<file path="src/rtl/pwm_pkg.sv">
package pwm_pkg;
  localparam int ADDR_W    = 5;
  localparam int DATA_W    = 16;
  // register map
  localparam logic [ADDR_W-1:0] A_CTRL = 5'd0;
  localparam logic [ADDR_W-1:0] A_LIM  = 5'd1;
  localparam logic [ADDR_W-1:0] A_POL  = 5'd2;
  localparam logic [ADDR_W-1:0] A_CNT  = 5'd3;
  localparam logic [ADDR_W-1:0] A_STG  = 5'd8;
  localparam logic [ADDR_W-1:0] A_ACT  = 5'd16;
  // control field positions
  localparam int C_SEL_W  = 3;
  localparam int C_IE_BIT = 3;
  localparam int C_FL_BIT = 4;
endpackage

</file>
<file path="src/rtl/pwm_prescaler.sv">
module pwm_prescaler #(
  parameter int PRE_W = 4,
  parameter int SEL_W = 3
) (
  input  logic             clk_i,
  input  logic             rst_ni,
  input  logic             run_i,
  input  logic [SEL_W-1:0] sel_i,
  output logic             tick_o
);
  logic [PRE_W-1:0] pre_q, pre_d;
  logic [PRE_W-1:0] mask;

  always_comb begin
    if (int'(sel_i) >= PRE_W) mask = '1;
    else                      mask = PRE_W'((1 << sel_i) - 1);
  end

  always_comb begin
    pre_d = run_i ? pre_q + 1'b1 : '0;
  end

  always_ff @(posedge clk_i or negedge rst_ni) begin
    if (!rst_ni) pre_q <= '0;
    else         pre_q <= pre_d;
  end

  assign tick_o = run_i && ((pre_q & mask) == mask);
endmodule

</file>
<file path="src/rtl/pwm_period_ctr.sv">
module pwm_period_ctr #(
  parameter int CW = 10
) (
  input  logic          clk_i,
  input  logic          rst_ni,
  input  logic          run_i,
  input  logic          tick_i,
  input  logic [CW-1:0] lim_i,
  output logic [CW-1:0] cnt_o,
  output logic          wrap_o
);
  logic [CW-1:0] cnt_q, cnt_d;

  assign wrap_o = tick_i && (cnt_q >= lim_i);

  always_comb begin
    cnt_d = cnt_q;
    if (!run_i)      cnt_d = '0;
    else if (wrap_o) cnt_d = '0;
    else if (tick_i) cnt_d = cnt_q + 1'b1;
  end

  always_ff @(posedge clk_i or negedge rst_ni) begin
    if (!rst_ni) cnt_q <= '0;
    else         cnt_q <= cnt_d;
  end

  assign cnt_o = cnt_q;
endmodule

</file>
<file path="src/rtl/pwm_out_slice.sv">
module pwm_out_slice #(
  parameter int CW = 10,
  localparam int DUW = CW + 1
) (
  input  logic           clk_i,
  input  logic           rst_ni,
  input  logic           stg_we_i,
  input  logic [DUW-1:0] stg_wdata_i,
  input  logic           wrap_i,
  input  logic           run_i,
  input  logic [CW-1:0]  cnt_i,
  input  logic           pol_i,
  output logic [DUW-1:0] stg_o,
  output logic [DUW-1:0] act_o,
  output logic           pwm_o
);
  logic [DUW-1:0] stg_q, stg_d, act_q, act_d;

  always_comb begin
    stg_d = stg_we_i ? stg_wdata_i : stg_q;
    act_d = wrap_i ? stg_q : act_q;
  end

  always_ff @(posedge clk_i or negedge rst_ni) begin
    if (!rst_ni) begin
      stg_q <= '0;
      act_q <= '0;
    end else begin
      stg_q <= stg_d;
      act_q <= act_d;
    end
  end

  assign stg_o = stg_q;
  assign act_o = act_q;
  assign pwm_o = (run_i && ({1'b0, cnt_i} < act_q)) ^ pol_i;
endmodule

</file>
<file path="src/rtl/pwm_mc_channel.sv">
module pwm_mc_channel
  import pwm_pkg::*;
#(
  parameter int N_OUT = 8,
  parameter int CW    = 10,
  parameter int PRE_W = 4,
  localparam int DUW  = CW + 1
) (
  input  logic              clk_i,
  input  logic              rst_ni,
  input  logic              mstop_i,
  input  logic              wr_i,
  input  logic [ADDR_W-1:0] addr_i,
  input  logic [DATA_W-1:0] wdata_i,
  output logic [DATA_W-1:0] rdata_o,
  output logic [N_OUT-1:0]  pwm_o,
  output logic              irq_o
);
  // reset: asserted asynchronously, released on the clock
  logic rst_s1_q, rst_q;
  always_ff @(posedge clk_i or negedge rst_ni) begin
    if (!rst_ni) begin
      rst_s1_q <= 1'b0;
      rst_q    <= 1'b0;
    end else begin
      rst_s1_q <= 1'b1;
      rst_q    <= rst_s1_q;
    end
  end

  logic                run;
  logic                tick, wrap_s;
  logic [CW-1:0]       cnt_q;
  logic [CW-1:0]       lim_q, lim_d;
  logic [N_OUT-1:0]    pol_q, pol_d;
  logic [C_SEL_W-1:0]  sel_q, sel_d;
  logic                ie_q, ie_d, flag_q, flag_d;
  logic                we_ctrl, we_lim, we_pol;
  logic [N_OUT-1:0]    we_stg;
  logic [DUW-1:0]      stg_v [N_OUT];
  logic [DUW-1:0]      act_v [N_OUT];
  logic [N_OUT*DUW-1:0] act_flat;
  logic                unused_wdata;

  assign run          = !mstop_i;
  assign unused_wdata = ^wdata_i[DATA_W-1:DUW];

  assign we_ctrl = wr_i && (addr_i == A_CTRL);
  assign we_lim  = wr_i && (addr_i == A_LIM);
  assign we_pol  = wr_i && (addr_i == A_POL);

  pwm_prescaler #(.PRE_W(PRE_W), .SEL_W(C_SEL_W)) u_pre (
    .clk_i (clk_i), .rst_ni(rst_q), .run_i(run), .sel_i(sel_q), .tick_o(tick)
  );

  pwm_period_ctr #(.CW(CW)) u_ctr (
    .clk_i(clk_i), .rst_ni(rst_q), .run_i(run), .tick_i(tick),
    .lim_i(lim_q), .cnt_o(cnt_q), .wrap_o(wrap_s)
  );

  for (genvar k = 0; k < N_OUT; k++) begin : g_slice
    assign we_stg[k] = wr_i && (addr_i == A_STG + ADDR_W'(k));
    assign act_flat[k*DUW +: DUW] = act_v[k];
    pwm_out_slice #(.CW(CW)) u_slice (
      .clk_i      (clk_i),
      .rst_ni     (rst_q),
      .stg_we_i   (we_stg[k]),
      .stg_wdata_i(wdata_i[DUW-1:0]),
      .wrap_i     (wrap_s),
      .run_i      (run),
      .cnt_i      (cnt_q),
      .pol_i      (pol_q[k]),
      .stg_o      (stg_v[k]),
      .act_o      (act_v[k]),
      .pwm_o      (pwm_o[k])
    );
  end

  // control and configuration: next state
  always_comb begin
    sel_d  = we_ctrl ? wdata_i[C_SEL_W-1:0] : sel_q;
    ie_d   = we_ctrl ? wdata_i[C_IE_BIT]    : ie_q;
    lim_d  = we_lim  ? wdata_i[CW-1:0]      : lim_q;
    pol_d  = we_pol  ? wdata_i[N_OUT-1:0]   : pol_q;
    flag_d = flag_q;
    if (wrap_s)                             flag_d = 1'b1;
    else if (we_ctrl && wdata_i[C_FL_BIT])  flag_d = 1'b0;
  end

  always_ff @(posedge clk_i or negedge rst_q) begin
    if (!rst_q) begin
      sel_q  <= '0;
      ie_q   <= 1'b0;
      flag_q <= 1'b0;
      lim_q  <= '1;
      pol_q  <= '0;
    end else begin
      sel_q  <= sel_d;
      ie_q   <= ie_d;
      flag_q <= flag_d;
      lim_q  <= lim_d;
      pol_q  <= pol_d;
    end
  end

  assign irq_o = flag_q && ie_q;

  // read mux
  always_comb begin
    rdata_o = '0;
    case (addr_i)
      A_CTRL: rdata_o = DATA_W'({flag_q, ie_q, sel_q});
      A_LIM:  rdata_o = DATA_W'(lim_q);
      A_POL:  rdata_o = DATA_W'(pol_q);
      A_CNT:  rdata_o = DATA_W'(cnt_q);
      default: begin
        for (int k = 0; k < N_OUT; k++) begin
          if (addr_i == A_STG + ADDR_W'(k)) rdata_o = DATA_W'(stg_v[k]);
          if (addr_i == A_ACT + ADDR_W'(k)) rdata_o = DATA_W'(act_v[k]);
        end
      end
    endcase
  end
endmodule

</file>
<file path="config.mk">
export PLATFORM = sky130hd
export DESIGN_NAME = pwm_mc_channel
export DESIGN_NICKNAME = d
export VERILOG_FILES = /design/src/rtl/pwm_pkg.sv /design/src/rtl/pwm_prescaler.sv /design/src/rtl/pwm_period_ctr.sv /design/src/rtl/pwm_out_slice.sv /design/src/rtl/pwm_mc_channel.sv
export SDC_FILE = /design/constraint.sdc
export NUM_CORES = 1
export LEC_CHECK = 0
export CORE_ASPECT_RATIO = 2
export CORE_MARGIN = 2
export CORE_UTILIZATION = 25
export CTS_CLUSTER_DIAMETER = 50
export DETAILED_ROUTE_END_ITERATION = 10
export DONT_BUFFER_PORTS = 1
export RECOVER_POWER = 50
export SLEW_MARGIN = 20
export SYNTH_ARGS = -nofsm -noshare
export SYNTH_HDL_FRONTEND = slang
export SYNTH_SLANG_ARGS = --single-unit
</file>
<file path="constraint.sdc">
create_clock -name clk_i -period 17.1 [get_ports clk_i]
set_clock_uncertainty 0.2 [all_clocks]
set_input_delay 0.855 -clock clk_i [delete_from_list [all_inputs] [get_ports clk_i]]
set_output_delay 0.855 -clock clk_i [all_outputs]
set_load 0.05 [all_outputs]
</file>
==> results of run 1 <==
-- state kept, by name (all words and copies together), names as in the netlist, 3 cells and up --
register,cells
pol_q,8
sel_q,3
u_ctr.cnt_o,10
lim_q,10
g_slice.u_slice.act_o,88
u_pre.pre_q,4
g_slice.u_slice.stg_o,88
-- what timing repair did --
item | 4_1_cts | 5_1_grt
endpoints found under the hold margin | 2 | 0
hold buffers | 1 | 0
setup endpoints to repair | 0 | 0
resized for setup | 0 | 0
-- kinds of logic (layout without fill, tap and decap cells) --
family,count (synthesis),in the layout,share of synthesized area
AO/OA/AOI/OAI,283,283,0.1501
AND/OR/NAND/NOR,265,265,0.1057
flip-flops,215,215,0.4186
multiplexers,199,199,0.1809
buffers and inverters,177,161,0.05817
adder cells (fa/ha/maj),85,85,0.08255
XOR/XNOR,5,5,0.003400
other,2,6,0.0005829
-- Yosys cell counts, drive strengths merged (4+ instances only) --
library cell    n
dfrtp         205
mux2          191
inv            94
ha             85
nand2          67
a21oi          58
o21ai          54
nor2           50
clkbuf         45
buf            37
nand3          33
nor3           26
a21o           25
a31oi          16
a221oi         15
a22oi          15
nand4          15
nand2b         14
nand3b         12
o22ai          12
or2            12
a211oi         10
dfstp          10
o211ai         10
o21a            9
nor2b           8
a221o           7
o221ai          7
o311a           7
nand4b          6
o211a           6
o311ai          6
or4             6
mux4            5
or3             5
a2111oi         4
a2bb2oi         4
-- worst max-delay path, stage by stage (launching register included) --
cell and delay (ps):
dfrtp_1 2130, clkbuf_1 1010, clkbuf_1 2290
-- final cells by class --
class	instances	area [µm²]	area share
Tap cell	654	818.3	0.05737
Timing Repair Buffer	33	231.5	0.01623
Inverter	95	356.6	0.02500
Sequential cell	215	5393	0.3781
Multi-Input combinational cell	843	6837	0.4793
Clock inverter	6	91.34	0.006404
Clock buffer	27	535.5	0.03755
-- metal layers --
layer / vias up / track usage
met2: 423 / 0.3241
li1: 4464 / -
met3: 188 / 0.03239
met1: 5094 / 0.1669
met5: - / 0
met4: 0 / 0.1656
-- power groups by stage --
| stage | sequential (mW) | combinational, mW | clock [mW] |
|---|---|---|---|
| floorplan | 0.762 | 0.550 | 0 |
| global placement | 0.829 | 0.684 | 0 |
| detailed placement | 0.837 | 0.702 | 0 |
| CTS | 0.826 | 0.706 | 0.455 |
| global route | 0.845 | 0.765 | 0.474 |
| finish | 0.828 | 0.700 | 0.448 |
-- final timing paths --
check,to,slack (ps),depth (start not counted)
worst min register to register,rst_q,160,0
min in group asynchronous,rst_s1_q,380,1
max in group clk_i,rdata_o[1],12150,6
worst min-delay path,rst_q,160,0
worst max-delay path,g_slice[0].u_slice.stg_o[3],10780,2
worst max register to register,g_slice[0].u_slice.stg_o[3],10780,2
-- layout by cell type (no fill, tap or decap), types with 9 or more instances in the layout --
master	n
a31oi_1	14
o211ai_1	10
nand2b_1	14
dfstp_2	10
a211oi_1	9
o22ai_1	12
clkbuf_16	19
nor3_1	24
a21oi_1	56
clkbuf_1	10
a21o_1	25
nor2_1	49
or2_2	11
nand3_1	33
nand2_1	67
dfrtp_1	205
mux2_2	181
nand4_1	15
a22oi_1	15
a221oi_1	15
o21a_1	9
mux2_4	10
nand3b_1	12
inv_1	94
o21ai_0	54
ha_1	85
buf_4	27
==> flow_metrics.py, run 1 <==
metrics = {
    "critical_path": {
        "critical_path.startpoint": "rst_q",
        "timing.critical_path.to_type": "asynchronous set/reset pin",
        "regToRegStartpoint": "rst_q",
        "critical_path.startpoint_type": "register",
        "path_class": "reg -> async",
        "timing.critical_path.fanout_max": 66,
        "worst_ep_required_time_ps": 16820,
        "worst_ep_arrival_time_ps": 6040,
    },
    "placed_design": {
        "place_ws_ps": 12200,
        "detailed_placement_wirelength_estimate_um": 36130,
        "port_buffers": 0,
        "dpl-instance-area_mm2": 0.01364,
        "place_congestion": 0.9652,
        "dp_cells": 1838,
    },
    "synthesis": {
        "synth_area_leader_cell": "dfrtp_1",
        "post_synth_instance_area_mm2": 0.01288,
        "syn_area_per_cell_um2": 10.47,
        "synth_async_sr_flop_share": 1.000,
        "synth-seq-cells": 215,
        "yosysWarningCount": 0,
        "seq_area_frac_synth": 0.4186,
        "synth_enable_flop_cells": 0,
        "post-synth-top-area-fraction": 0.3982,
        "synthesis.instances": 1231,
        "yosys_most_used_dff": "dfrtp_1",
        "netlist-cell-type-count": 70,
        "post_synth_main_area_contributors": "dfrtp_1, mux2_2, ha_1",
    },
    "sta": {
        "report.final.hold_viol_count": 0,
        "actual_slew_at_the_worst_max_slew_pin_ps": 3881,
        "timing.final.crit_period_ps": 6318,
        "setup_viol": 0,
        "max_clock_freq_mhz": 158.3,
        "period_share": 0.3695,
        "final_max_slew_viol_count": 197,
        "grt_setup_unrepaired": "no",
        "max-slew-margin-rel": -1.587,
        "hold-worst-slack_ps": 158.8,
        "timing.final.ws_setup_ps": 10780,
        "timing.setup.tns_ps": 0,
    },
    "power": {
        "pwr_density_cell_mw_per_mm2": 138.5,
        "power.static_leakage_nw": 6.309,
        "total_design_power_mw": 1.976,
        "power.clock.fraction": 0.227,
        "max-vdd-ir-drop_mv": 0.05062,
        "sequential_share_of_power": 0.419,
        "net-switching-power_mw": 0.7586,
        "power.share.switching": 0.3839,
        "power.combinational.fraction": 0.354,
        "p_int_mw": 1.217,
    },
    "route": {
        "antenna_viol_nets_final": 0,
        "met2_length_um": 24810,
        "routedLengthMet1_um": 14870,
        "drt_pre_antenna_iters": 5,
        "num_vias": 10170,
        "routed_wire_length_per_instance_um": 25.59,
        "route.final.wire_length_um": 47920,
        "remaining_drc_errors": 0,
        "routed.top_layer": "met4",
        "dr_wl_met3_um": 2839,
        "detail_route.vias_per_cell": 5.429,
        "initialDrtViolationCount": 764,
    },
    "finish": {
        "drive_above_1_share": 0.2379,
        "area_growth_pct": 10.70,
        "n_antenna_cell": 0,
        "fillerInstances": 5369,
        "post_layout_nets": 1317,
        "stdcell_area_mm2": 0.01426,
        "layoutNonFillerInstCount": 1873,
        "final_util": 0.2800,
    },
    "global_route": {
        "grt_overflow_total": 0,
        "largest_net_degree_at_the_start_of_global_routing": 77,
        "first_global_vias": 10630,
        "grt_first_pass_wirelength_um": 70500,
        "grt_util_all_layers": 0.1799,
        "antenna_violations_before_repair": 0,
    },
    "clock_tree": {
        "worst_setup_hold_path_clk_slew_ps": 70,
        "worstSkewPairLatency_ps": 520,
        "clock_path_buffers": 3,
        "post_cts_setup_driven_buffer_insertion_count": 0,
        "tritoncts.num_buffers": 19,
        "htree_levels": 1,
        "tritoncts": "built",
        "cts.sinks": 215,
        "cts_root_buf": "clkbuf_16",
    },
    "die": {
        "top_level_ports": 50,
        "core_area_mm2": 0.05094,
        "dieArea_mm2": 0.05348,
        "initial_core_util": 0.2529,
        "die_x_um": 164.5,
        "die_height_um": 325.0,
        "rows": 117,
    },
    "run_status": {
        "outcome": "complete, but fails checks",
        "failed_checks": "max-capacitance violations, max-slew violations",
    },
    "min_path": {
        "hold_class": "reg -> reg",
        "holdCritStartpoint": "rst_s1_q",
    },
    "flow_run": {
        "cap_viol_max_count": 3,
    },
}
(Power assumes the default switching activity.)
==> run 2: changes to the inputs <==
--- a/config.mk
+++ b/config.mk
@@ -5,6 +5,7 @@
 export SDC_FILE = /design/constraint.sdc
 export NUM_CORES = 1
 export LEC_CHECK = 0
+export ABC_AREA = 1
 export CORE_ASPECT_RATIO = 2
 export CORE_MARGIN = 2
 export CORE_UTILIZATION = 25
==> constraint.sdc (replaced) <==
create_clock -name clk_i -period 5.47 [get_ports clk_i]
set_clock_uncertainty 0.2 [all_clocks]
set_input_delay 0.2735 -clock clk_i [delete_from_list [all_inputs] [get_ports clk_i]]
set_output_delay 0.2735 -clock clk_i [all_outputs]
set_load 0.05 [all_outputs]
==> flow_metrics.py, run 2 <==
metrics = {
    "finish": {
        "n_antenna_cell": 0,
        "fillerInstances": 5284,
        "drive_above_1_share": 0.1005,
        "final_util": 0.2780,
        "final_cell_mix": "nand2_1, dfrtp_1, inv_1",
        "post_layout_nets": 1608,
        "most_frequent_standard_cell_in_the_layout_excluding_fill_and_tap_cells": "nand2_1",
        "area_growth_pct": 10.06,
    },
    "sta": {
        "timing.setup.tns_ps": 0,
        "max_clock_freq_mhz": 244.9,
        "max-slew-margin-rel": -0.4913,
        "period_share": 0.7464,
        "actual_slew_at_the_worst_max_slew_pin_ps": 2237,
        "setup_viol": 0,
        "grt_setup_unrepaired": "no",
        "timing.final.crit_period_ps": 4083,
        "report.final.hold_viol_count": 0,
        "final_max_slew_viol_count": 218,
    },
    "route": {
        "initialDrtViolationCount": 620,
        "antenna_viol_nets_final": 0,
        "route.final.wire_length_um": 40230,
        "drt_pre_antenna_iters": 5,
        "routed_wire_length_per_instance_um": 18.66,
        "remaining_drc_errors": 0,
        "num_vias": 10240,
        "detail_route.vias_per_cell": 4.750,
    },
    "critical_path": {
        "timing.reg2reg.setup_slack_ps": 1730,
        "longest_individual_stage_delay_on_the_worst_path_ps": 860,
        "crit_slowest_cell": "nor2_1",
        "timing.critical_path.to_type": "primary output",
        "worst_ep_arrival_time_ps": 3610,
        "timing.critical_path.fanout_max": 14,
        "worst_ep_required_time_ps": 5000,
        "critical_path.startpoint_type": "input port",
        "path_class": "in -> out",
        "path_cells": "nor2_1 -> inv_1 -> nor2_1 -> a21oi_1 -> nand4_1 -> nand2_1 -> nand3_1 -> nand2_1 -> nand4_1 -> nand2_1 -> nand4_1",
    },
    "synthesis": {
        "synth_enable_flop_cells": 0,
        "synth_most_common_cell": "nand2_1",
        "seq_area_frac_synth": 0.4338,
        "yosys_most_used_dff": "dfrtp_1",
        "syn_area_per_cell_um2": 8.173,
        "post_synth_instance_area_mm2": 0.01243,
        "netlist-cell-type-count": 39,
        "synth_async_sr_flop_share": 1.000,
        "synthesis.instances": 1521,
        "post-synth-top-area-fraction": 0.4127,
        "yosysWarningCount": 0,
        "synth-seq-cells": 215,
        "synth_commonest_cells": "nand2_1, dfrtp_1, inv_1",
        "post_synth_main_area_contributors": "dfrtp_1, nand2_1, ha_1",
        "synth_area_leader_cell": "dfrtp_1",
    },
    "die": {
        "initial_core_util": 0.2526,
        "rows": 115,
        "die_height_um": 319.4,
        "top_level_ports": 50,
        "core_area_mm2": 0.04921,
        "die_x_um": 161.7,
        "dieArea_mm2": 0.05163,
    },
    "run_status": {
        "outcome": "complete, but fails checks",
        "failed_checks": "max-capacitance violations, max-slew violations",
    },
    "power": {
        "power.clock.fraction": 0.283,
        "power.combinational.fraction": 0.285,
        "pwr_density_cell_mw_per_mm2": 394.5,
        "power.share.switching": 0.3655,
        "p_int_mw": 3.424,
        "max-vdd-ir-drop_mv": 0.2047,
        "net-switching-power_mw": 1.973,
        "power.static_leakage_nw": 6.439,
        "sequential_share_of_power": 0.432,
    },
    "global_route": {
        "grt_overflow_total": 0,
        "first_global_vias": 10340,
        "antenna_violations_before_repair": 0,
        "largest_net_degree_at_the_start_of_global_routing": 134,
        "grt_util_all_layers": 0.1563,
        "grt_first_pass_wirelength_um": 61080,
    },
    "flow_run": {
        "cap_viol_max_count": 3,
    },
    "clock_tree": {
        "tritoncts": "built",
        "clock_path_buffers": 3,
        "post_cts_setup_driven_buffer_insertion_count": 0,
        "tritoncts.num_buffers": 21,
        "worstSkewPairLatency_ps": 520,
        "cts_root_buf": "clkbuf_16",
        "worst_setup_hold_path_clk_slew_ps": 70,
        "cts.sinks": 215,
        "htree_levels": 1,
    },
    "min_path": {
        "hold_class": "in -> reg",
    },
    "placed_design": {
        "place_congestion": 0.8897,
        "port_buffers": 0,
        "detailed_placement_wirelength_estimate_um": 29370,
    },
}
run 2: through the flow:
step	power (mW)	hold WS [ps]	area (µm²)	worst slack, ps	std cells
6_report	5.397	55.69	13680	1387	2156
5_1_grt	5.739	81.84	13680	1072	2156
4_1_cts	5.433	52.84	13710	1380	2155
3_5_place_dp	3.893	-221.9	12970	1893	2113
3_3_place_gp	3.819	-221.9	12950	1822	2113
2_1_floorplan	3.467	-222.1	12450	1742	1525
run 2: logic make-up after synthesis:
| kind of cell | count (synthesis) | share of synthesized area |
|---|---|---|
| muxes | 9 | 0.01087 |
| and+or+nand+nor | 593 | 0.2074 |
| adders and majority gates | 85 | 0.08556 |
| AOI/OAI and AO/OA | 320 | 0.1501 |
| DFF | 215 | 0.4338 |
| other | 2 | 0.0006042 |
| xor gates and xnor gates | 17 | 0.01198 |
| buffers and inverters | 280 | 0.09965 |
run 2: area by class of cell:
cell class	count	area [µm²]	area share
Multi-Input combinational cell	1030	5826	0.4258
Sequential cell	215	5393	0.3942
Tap cell	643	804.5	0.05881
Inverter	210	788.3	0.05762
Clock buffer	31	613.1	0.04481
Timing Repair Buffer	20	165.2	0.01207
Clock inverter	7	91.34	0.006676
run 2: worst paths after layout:
check                           start                           to  depth (start not counted)
max                         addr_i[3]                   rdata_o[5]                         11
min                        wdata_i[0]  g_slice[4].u_slice.stg_o[0]                          2
max reg2reg                     rst_q  g_slice[7].u_slice.stg_o[8]                          1
min reg2reg                  rst_s1_q                        rst_q                          0
max in group asynchronous       rst_q  g_slice[7].u_slice.stg_o[8]                          1
min in group asynchronous      rst_ni                        rst_q                          2
run 2: routing by layer:
| layer | GRT usage | wire, µm | part of all wire |
|---|---|---|---|
| met4 | 0.1365 | 4057 | 0.10 |
| met1 | 0.1569 | 14210 | 0.35 |
| met2 | 0.2773 | 20140 | 0.50 |
| met5 | 0 | 0 | 0 |
| met3 | 0.02380 | 1825 | 0.045 |
run 2: power by group through the flow:
stage | combinational (mW) | sequential [mW] | clock [mW]
final | 1.54 | 2.33 | 1.53
after global placement | 1.48 | 2.34 | 0
after CTS | 1.54 | 2.33 | 1.56
after floorplan | 1.19 | 2.28 | 0
after global routing | 1.74 | 2.38 | 1.62
after detailed placement | 1.53 | 2.36 | 0
run 2: worst max-delay path: cells and delay by family:
family | cells | cell delay [ps]
and+or+nand+nor | 9 | 2880
buffers and inverters | 1 | 300
AOI/OAI and AO/OA | 1 | 140
run 2: repair_timing:
action                     4_1_cts  5_1_grt
hold buffers                     4        0
setup endpoints to repair        0        0
hold endpoints to repair        13        0
resized for setup                0        0
